[config.mk]
export PLATFORM = sky130hd
export DESIGN_NAME = lvds_lane_serializer
export DESIGN_NICKNAME = d
export VERILOG_FILES = /design/src/rtl/lvds_ser_pkg.sv /design/src/rtl/lane_map_store.sv /design/src/rtl/slot_sequencer.sv /design/src/rtl/lane_router.sv /design/src/rtl/lvds_lane_serializer.sv
export SDC_FILE = /design/constraint.sdc
export NUM_CORES = 1
export LEC_CHECK = 0
export BUFFER_PORTS_ARGS = -buffer_cell sky130_fd_sc_hd__clkbuf_2
export CAP_MARGIN = 20
export CELL_PAD_IN_SITES_DETAIL_PLACEMENT = 1
export CELL_PAD_IN_SITES_GLOBAL_PLACEMENT = 1
export CORE_MARGIN = 2
export CORE_UTILIZATION = 25
export CTS_BUF_LIST = sky130_fd_sc_hd__clkbuf_4 sky130_fd_sc_hd__clkbuf_8
export CTS_CLUSTER_SIZE = 12
export DETAILED_ROUTE_END_ITERATION = 8
export GPL_TIMING_DRIVEN = 0
export HOLD_SLACK_MARGIN = 0.05
export PLACE_DENSITY = 0.41
export SYNTH_ARGS = -nofsm -noshare
export SYNTH_HDL_FRONTEND = slang
export SYNTH_SLANG_ARGS = --single-unit
export TNS_END_PERCENT = 30
[constraint.sdc]
create_clock -name clk -period 3.71 [get_ports clk]
set_clock_uncertainty 0.05 [all_clocks]
set_input_delay 0.1855 -clock clk [delete_from_list [all_inputs] [get_ports clk]]
set_output_delay 0.1855 -clock clk [all_outputs]
set_load 0.01 [all_outputs]
[src/rtl/lvds_ser_pkg.sv]
package lvds_ser_pkg;
  localparam int PIX_W = 28;
  localparam int IDX_W = 5;
  localparam int SLOTS = 7;
  localparam int LANES = 4;

  // Reset-time source index for (mode, lane, slot); mode 1 = 24-bit.
  function automatic logic [IDX_W-1:0] default_idx(input int mode, input int lane, input int slot);
    logic [SLOTS*IDX_W-1:0] row;
    case (mode * 4 + lane)
      4:       row = {5'd8,  5'd5,  5'd4,  5'd3,  5'd2,  5'd1,  5'd0};
      5:       row = {5'd17, 5'd16, 5'd13, 5'd12, 5'd11, 5'd10, 5'd9};
      6:       row = {5'd26, 5'd25, 5'd24, 5'd21, 5'd20, 5'd19, 5'd18};
      7:       row = {5'd27, 5'd23, 5'd22, 5'd15, 5'd14, 5'd7,  5'd6};
      0:       row = {5'd10, 5'd7,  5'd6,  5'd5,  5'd4,  5'd3,  5'd2};
      1:       row = {5'd19, 5'd18, 5'd15, 5'd14, 5'd13, 5'd12, 5'd11};
      2:       row = {5'd26, 5'd25, 5'd24, 5'd23, 5'd22, 5'd21, 5'd20};
      default: row = '0;
    endcase
    return row[(SLOTS-1-slot)*IDX_W +: IDX_W];
  endfunction
endpackage

[src/rtl/lane_map_store.sv]
module lane_map_store
  import lvds_ser_pkg::*;
#(
  parameter int N_LANES = LANES,
  parameter int N_SLOTS = SLOTS,
  parameter int IW      = IDX_W,
  localparam int LANE_W = $clog2(N_LANES),
  localparam int SLOT_W = $clog2(N_SLOTS)
) (
  input  logic                  clk,
  input  logic                  rst,
  input  logic                  we,
  input  logic                  wsel,
  input  logic [LANE_W-1:0]     wlane,
  input  logic [SLOT_W-1:0]     wslot,
  input  logic [IW-1:0]         widx,
  input  logic                  rsel,
  input  logic [SLOT_W-1:0]     rslot,
  output logic [N_LANES*IW-1:0] ridx
);
  logic [IW-1:0] tab [2][N_LANES][N_SLOTS];

  for (genvar m = 0; m < 2; m++) begin : g_mode
    for (genvar l = 0; l < N_LANES; l++) begin : g_lane
      for (genvar s = 0; s < N_SLOTS; s++) begin : g_slot
        always_ff @(posedge clk) begin
          if (rst)
            tab[m][l][s] <= default_idx(m, l, s);
          else if (we && wsel == m[0] && wlane == LANE_W'(l) && wslot == SLOT_W'(s))
            tab[m][l][s] <= widx;
        end
      end
    end
  end

  always_comb begin
    for (int l = 0; l < N_LANES; l++)
      ridx[l*IW +: IW] = tab[rsel][l][rslot];
  end
endmodule

[src/rtl/slot_sequencer.sv]
module slot_sequencer
  import lvds_ser_pkg::*;
#(
  parameter int N_SLOTS = SLOTS,
  parameter int PW      = PIX_W,
  localparam int SLOT_W = $clog2(N_SLOTS)
) (
  input  logic              clk,
  input  logic              rst,
  input  logic              run,
  input  logic              step,
  input  logic [PW-1:0]     pix_in,
  output logic [SLOT_W-1:0] slot,
  output logic [PW-1:0]     word
);
  logic [PW-1:0] pix_q;
  logic          first;

  assign first = (slot == '0);
  assign word  = first ? pix_in : pix_q;

  always_ff @(posedge clk) begin
    if (rst || !run) begin
      slot <= '0;
    end else if (step) begin
      slot <= (slot == SLOT_W'(N_SLOTS-1)) ? '0 : slot + 1'b1;
    end
  end

  always_ff @(posedge clk) begin
    if (rst)
      pix_q <= '0;
    else if (run && step && first)
      pix_q <= pix_in;
  end

  AST_SLOT_RANGE: assert property (@(posedge clk) disable iff (rst) slot < SLOT_W'(N_SLOTS));
  AST_SLOT_WRAP: assert property (@(posedge clk) disable iff (rst)
    (run && step && slot == SLOT_W'(N_SLOTS-1)) |=> (slot == '0));
  AST_SLOT_HOLD: assert property (@(posedge clk) disable iff (rst)
    (run && !step) |=> $stable(slot));
endmodule

[src/rtl/lane_router.sv]
module lane_router
  import lvds_ser_pkg::*;
#(
  parameter int N_LANES = LANES,
  parameter int N_SLOTS = SLOTS,
  parameter int PW      = PIX_W,
  parameter int IW      = IDX_W,
  parameter logic [N_SLOTS-1:0] CLK_PAT = 7'b1100011,
  localparam int SLOT_W = $clog2(N_SLOTS),
  localparam int WIDE   = 2**IW
) (
  input  logic                  clk,
  input  logic                  rst,
  input  logic                  run,
  input  logic                  step,
  input  logic [PW-1:0]         word,
  input  logic [N_LANES*IW-1:0] ridx,
  input  logic [SLOT_W-1:0]     slot,
  input  logic                  depth24,
  input  logic                  dual,
  input  logic                  swap,
  output logic [N_LANES-1:0]    ch1_data,
  output logic                  ch1_clk,
  output logic [N_LANES-1:0]    ch2_data,
  output logic                  ch2_clk
);
  logic [WIDE-1:0]    wide;
  logic [N_LANES-1:0] lane_bit, pri_d, sec_d;
  logic               clk_bit, pri_c, sec_c;

  assign wide = {{(WIDE-PW){1'b0}}, word};

  for (genvar l = 0; l < N_LANES; l++) begin : g_pick
    logic [IW-1:0] idx;
    logic          live;
    assign idx         = ridx[l*IW +: IW];
    assign live        = (l < N_LANES-1) || depth24;
    assign lane_bit[l] = live && (idx < IW'(PW)) && wide[idx];
  end

  assign clk_bit = CLK_PAT[slot];
  assign pri_d   = lane_bit;
  assign pri_c   = clk_bit;
  assign sec_d   = dual ? lane_bit : '0;
  assign sec_c   = dual & clk_bit;

  always_ff @(posedge clk) begin
    if (rst || !run) begin
      ch1_data <= '0;
      ch1_clk  <= 1'b0;
      ch2_data <= '0;
      ch2_clk  <= 1'b0;
    end else if (step) begin
      ch1_data <= swap ? sec_d : pri_d;
      ch1_clk  <= swap ? sec_c : pri_c;
      ch2_data <= swap ? pri_d : sec_d;
      ch2_clk  <= swap ? pri_c : sec_c;
    end
  end

  AST_TOP_LANE_OFF: assert property (@(posedge clk) disable iff (rst)
    !depth24 |-> (!ch1_data[N_LANES-1] && !ch2_data[N_LANES-1]));
  AST_SINGLE_QUIET: assert property (@(posedge clk) disable iff (rst)
    !dual |-> (swap ? (ch1_data == '0 && !ch1_clk) : (ch2_data == '0 && !ch2_clk)));
endmodule

[src/rtl/lvds_lane_serializer.sv]
module lvds_lane_serializer
  import lvds_ser_pkg::*;
#(
  parameter int PW      = PIX_W,
  parameter int IW      = IDX_W,
  parameter int N_SLOTS = SLOTS,
  parameter int N_LANES = LANES,
  localparam int LANE_W = $clog2(N_LANES),
  localparam int SLOT_W = $clog2(N_SLOTS)
) (
  input  logic               clk,
  input  logic               rst,
  input  logic               fast_en,
  input  logic [PW-1:0]      pix_word,
  input  logic               depth24,
  input  logic               dual_ch,
  input  logic               swap_ch,
  input  logic               ser_en,
  input  logic               map_we,
  input  logic               map_sel24,
  input  logic [LANE_W-1:0]  map_lane,
  input  logic [SLOT_W-1:0]  map_slot,
  input  logic [IW-1:0]      map_idx,
  output logic [N_LANES-1:0] ch1_data,
  output logic               ch1_clk,
  output logic [N_LANES-1:0] ch2_data,
  output logic               ch2_clk,
  output logic               rgb_out
);
  logic                  cfg_d24, cfg_dual, cfg_swap;
  logic [SLOT_W-1:0]     slot;
  logic [PW-1:0]         word;
  logic [N_LANES*IW-1:0] ridx;

  // Configuration follows the inputs only while serialization is off.
  always_ff @(posedge clk) begin
    if (rst) begin
      cfg_d24  <= 1'b1;
      cfg_dual <= 1'b0;
      cfg_swap <= 1'b0;
    end else if (!ser_en) begin
      cfg_d24  <= depth24;
      cfg_dual <= dual_ch;
      cfg_swap <= swap_ch;
    end
  end

  assign rgb_out = ~cfg_d24;

  lane_map_store #(.N_LANES(N_LANES), .N_SLOTS(N_SLOTS), .IW(IW)) u_store (
    .clk(clk), .rst(rst), .we(map_we), .wsel(map_sel24), .wlane(map_lane),
    .wslot(map_slot), .widx(map_idx), .rsel(cfg_d24), .rslot(slot), .ridx(ridx)
  );

  slot_sequencer #(.N_SLOTS(N_SLOTS), .PW(PW)) u_seq (
    .clk(clk), .rst(rst), .run(ser_en), .step(fast_en), .pix_in(pix_word),
    .slot(slot), .word(word)
  );

  lane_router #(.N_LANES(N_LANES), .N_SLOTS(N_SLOTS), .PW(PW), .IW(IW)) u_route (
    .clk(clk), .rst(rst), .run(ser_en), .step(fast_en), .word(word), .ridx(ridx),
    .slot(slot), .depth24(cfg_d24), .dual(cfg_dual), .swap(cfg_swap),
    .ch1_data(ch1_data), .ch1_clk(ch1_clk), .ch2_data(ch2_data), .ch2_clk(ch2_clk)
  );

  AST_IDLE_QUIET: assert property (@(posedge clk) disable iff (rst)
    !ser_en |=> (ch1_data == '0 && ch2_data == '0 && !ch1_clk && !ch2_clk));
  AST_CFG_FROZEN: assert property (@(posedge clk) disable iff (rst)
    $past(ser_en) |-> $stable({cfg_d24, cfg_dual, cfg_swap}));
  AST_RGB_MODE: assert property (@(posedge clk) disable iff (rst)
    rgb_out |-> !ch1_data[N_LANES-1]);
endmodule

# Word-level counts from Yosys, hierarchy flattened
# Memory sizes are Yosys's and may differ from the RTL's. A register that Yosys moved wholly into a read port is not among the register bits.
# Cells that the tools add are included.
# totals
register_bits,44
latch_bits,0
ram_bits,280
romBits,8
in_bits,47
out_inout_bits,11
word_cells,428
memories,2
# classes
add_sub_neg,1
mul,0
div_mod_pow,0
magnitude_cmp,10
n_eq_ne,10
shift,0
muxes,258
n_bitwise,60
n_reduce_logical,78
# memory_table
name,words,width,rd,rd_ports_with_merged_regs,wr,line_no,rtl
u_store.tab,2,140,1,1,2,lane_map_store.sv:21,logic [IW-1:0] tab [2][N_LANES][N_SLOTS];
(no name shown),8,1,1,1,0,lane_router.sv:41,assign clk_bit = CLK_PAT[slot];
# op_table
cell,n
5-bit 2-to-1 mux,64
1-bit 2-to-1 mux,179
1-bit logical AND,73
5-bit binary-select mux with 3-bit select,4
1-bit OR,56
28-bit 2-to-1 mux,1
"5-bit by 6-bit less-than comparator with 1-bit output, second input constant",4
1-bit binary-select mux with 5-bit select,4
"5-bit less-than comparator, second input constant",4
"3-bit == test, second input constant",4
4-bit 2-to-1 mux,3
3-bit 2-to-1 mux,3
"3-bit by 2-bit == test with 1-bit output, second input constant",2
3-bit zero test,2
"2-bit == test, second input constant",2
"4-bit greater-or-equal comparator, second input constant",1
"3-bit by 4-bit less-than comparator with 1-bit output, second input constant",1
3-bit inverter with 4-bit output,1
"3-bit by 1-bit adder with 3-bit output, second input constant",1
"3-bit by 1-bit == test with 1-bit output, second input constant",1
"2-bit by 1-bit == test with 1-bit output, second input constant",1
2-bit zero test,1
1-bit inverter,2
1-bit AND,1
2 further kinds,2

# Logic depth before layout (Yosys ltp)
# logic_depth
ltp_word,9
depth_mapped,14
mapped_depth_nobuf,9

# Cells and area by module
# Synthesis repeated with hierarchy kept, for this count alone.
# unflattened
cells_unflattened,1317
hier_area_um2,16209.3
# by_module_without_submodules
mod,n_inst,cells_each,area_each_um2,seq_area_each_um2
lane_map_store,1,980,12864.8,8408.1
slot_sequencer,1,170,1752.9,620.6
lane_router,1,157,1485.2,200.2
lvds_lane_serializer,1,10,106.4,60.1

# Least setup slack after synthesis
# OpenSTA, ideal clock, no wires.
# synth_path
kind,register to register
from,reg (tool-made name)
to,reg u_route.ch1_data[2]
setup_time_ps,121
arrival_ps,2602
required_time_ps,3539
setup_slack_ps,937
stages_incl_launch_ff,11
path_buffers,2
synth_period_minus_slack_ps,2773
path_cell_list,dfxtp_1 buf_6 mux4_2 and2_1 a211oi_2 nand2_2 buf_4 mux2i_1 mux4_2 a21oi_1 o31ai_1
# synth_rtl
item,line_no,rtl
end signal: assignment,lane_router.sv:54,ch1_data <= swap ? sec_d : pri_d;
end: declaration,lane_router.sv:22,"output logic [N_LANES-1:0] ch1_data,"

==> metrics.yaml <==
outcome:
  run_status: "complete, no violations"
routing:
  drc: 0
  highest_layer: "met4"
  wl_met2_um: 38500
  num_vias: 13500
  dr_wl_met3_um: 4900
  first_pass_iters: 7
  drtAntennaViolNets: 0
  wl_per_cell_um: 34.5
  first_iter_violations: 1221
  routed_wl_um: 86300
  avgViaCountPerCell: 5.41
  wl_met1_um: 39800
timing:
  relSlewSlack_pct: 20.0
  tightest_slew_ns: 1.20
  fin_tns_setup_ns: 0
  rsz0062_at_grt: "true"
  whs_ns: 0.100
  finalSetupViolCount: 0
  drv_slew: 0
  hold_viol_final: 0
  layout_setup_ws_ns: 0.0925
  fmax_mhz: 276
  post-route-period-util_pct: 97.5
  period_minus_slack_ns: 3.62
power:
  p_switching_mw: 2.78
  power_density_nw_per_um2: 465
  swShare_pct: 29.3
  clock_power_share_pct: 40.4
  finalPower_mw: 9.50
  irDropWorstVdd_v: 0.000166
  internal-power_mw: 6.71
  seq_power_share_pct: 44.6
  combPwrFrac_pct: 15.0
  p_leak_nw: 7.93
flow_run:
  cap_violations: 0
floorplanning:
  initial_core_util_pct: 25.3
  num_rows: 95
  dieArea_sq_um: 70100
  ios: 58
  die_h_um: 265
  coreArea_sq_um: 67300
  die-width_um: 265
clock_tree:
  clock_path_buffers: 3
  cts_max_level: 3
  clk_pin_slew_ns: 0.05
  root_buffer: "clkbuf_8"
  clock_latency_ns: 0.65
  clock_sinks: 326
  cts_buffers: 68
  tritoncts: "done"
critical_path:
  cp-start-kind: "flip-flop"
  crit_fanout: 10
  cp-end-kind: "flip-flop"
  worstPathArrival_ns: 4.10
  path_class: "reg -> reg"
  slowest_delay_ns: 0.54
  reg2reg_depth: 12
  cp_slowest_cell: "mux4_2"
  required_ns: 4.20
  path_cells: "buf_12, buf_12, buf_6, mux2i_1, o22ai_1, a211oi_2, nand2_4, buf_4, mux2i_1, mux4_2, a21oi_2, o31ai_1"
logic_synthesis:
  synth-simple-area-share_pct: 16.9
  ys.flop_type: "edfxtp_1"
  yosysSeqAreaShare_pct: 54.8
  synth.distinct_cells: 63
  synth_edf_count: 280
  async_flop_share_pct: 0
  synth.largest_area_cell: "edfxtp_1"
  muxShareOfSynthArea_pct: 15.1
  synth_compound_area_share_pct: 8.86
  synth_fa_ha_area_share_pct: 0
  syn_inst: 1419
  syn_area_per_cell_sq_um: 12.0
  synth_seq_cells: 326
  synth_top_family_by_area: "simple AND/OR/NAND/NOR gates"
  synth_area_leaders: "edfxtp_1 49%, mux2i_1 8.8%, and3_1 6.1%"
  synthXorXnorAreaFrac_pct: 0
  synth_area_sq_um: 17000
  syn_nets: 1466
  synth_warnings: 0
  synth_top_area_share_pct: 49.4
worst_hold_path:
  hold_path_depth: 3
  hp-class: "in -> reg"
placement:
  place_area_sq_um: 18400
  gp_routability_congestion: 0.851
  portBuffers: 46
  hpwl_um: 61000
  preCtsSetupSlack_ns: -0.941
finish:
  nNetsFinal: 1629
  areaGrowthSynthToFinish_pct: 19.9
  drive_gt1_share_pct: 18.5
  finalInstanceArea_sq_um: 20400
  num-fill-cells: 7354
global_routing:
  first_global_vias: 14000
  antenna_found_initial: 11
  grt_max_degree: 11
  track_usage_pct: 24.5
  grt.overflow.total: 0
  grt_pass1_wl_um: 118000
final cells by class:
cell class | instances | area [sq um] | share of cell area (%)
timing repair buffer | 93 | 696 | 3.41
buffer | 148 | 792 | 3.88
clock buffer | 93 | 1150 | 5.66
antenna | 4 | 10.0 | 0.0491
clock inverter | 20 | 121 | 0.595
inverter | 9 | 33.8 | 0.166
sequential | 326 | 9330 | 45.7
tap | 873 | 1090 | 5.35
multi-input combinational | 936 | 7170 | 35.2
Yosys cell counts (all sizes together) (2+ instances only):
cell	n
a21o	33
clkbuf	110
o31ai	9
nor2b	14
edfxtp	280
mux2	17
inv	9
a21oi	56
or3	118
a221oi	7
nor4	3
nand2	97
mux2i	150
or2	6
o21ai	26
nand3	20
and3	165
a31oi	3
a211oi	8
o311ai	3
a211o	2
o211ai	8
nand2b	16
a221o	2
o21bai	24
o221ai	13
nor3b	3
buf	38
nand3b	12
o22ai	13
mux4	39
a22oi	3
dfxtp	46
and2	3
nor2	34
nor3	16
stage by stage:
stage | util, % | cells
6_report | 30.3 | 2502
5_1_grt | 30.3 | 2500
4_1_cts | 30.1 | 2495
3_5_place_dp | 27.4 | 2344
3_3_place_gp | 27.2 | 2338
2_1_floorplan | - | 1419
power groups by stage:
stage	Combinational, mW	Clock, mW	Sequential (mW)
global placement	1.31	0	4.30
global route	1.49	4.03	4.25
CTS	1.40	3.89	4.23
floorplan	0.735	0	4.27
finish	1.43	3.83	4.23
detailed placement	1.32	0	4.30
cells by family after synthesis:
family / after synthesis
muxes: 206
AOI/OAI and AO/OA: 219
DFF: 326
and+or+nand+nor: 511
buffers and inverters: 157
per-layer routing:
layer | vias up | GRT usage (%)
met4 | 0 | 8.40
li1 | 5777 | -
met3 | 138 | 4.24
met1 | 7125 | 34.1
met5 | - | 0
met2 | 495 | 38.5
flip-flops by register name (all words and copies together), names as in the netlist, named ones only:
signal and count:
u_seq.pix_q 28, u_route.ch1_data 4, cfg_swap 1, cfg_dual 1, u_route.clk_bit 1, u_route.ch2_clk 1, cfg_d24 1, u_route.ch2_data 4
u_seq.slot 3, u_route.ch1_clk 1, u_store.tab 280
final timing paths:
| path | endpoint | from | slack [ns] |
|---|---|---|---|
| setup reg to reg | u_route.ch1_data[2] | flip-flop | 0.09 |
| hold / removal | u_store.tab[1][110] | map_we | 0.1 |
| setup / recovery | u_route.ch1_data[2] | flip-flop | 0.09 |
| hold reg to reg | u_route.ch2_data[3] | u_route.ch2_data[3] | 0.40 |
cell usage in the layout, fill, tap and decap left out, types with 36 or more instances in the layout:
| cell type | instances |
|---|---|
| and3_1 | 165 |
| clkbuf_2 | 53 |
| nand2_1 | 95 |
| a21oi_1 | 54 |
| clkbuf_1 | 101 |
| or3_1 | 118 |
| mux4_2 | 39 |
| dfxtp_1 | 45 |
| mux2i_1 | 142 |
| dlygate4sd3_1 | 36 |
| clkbuf_8 | 73 |
| edfxtp_1 | 280 |
critical path, delay by kind of cell (launching register included):
family | cells | cell delay, ns
compound gates | 4 | 0.87
buf+inv | 4 | 0.94
simple gates | 1 | 0.19
mux | 3 | 0.97
flops | 1 | 0.42
timing repair:
action                                 CTS  global route
resized for setup                       52            27
endpoints found under the hold margin   39             0
setup endpoints to repair               18            28
setup buffers                            2             3
hold buffers                            36             0
pin swaps                                2             1
(Power assumes the default switching activity.)
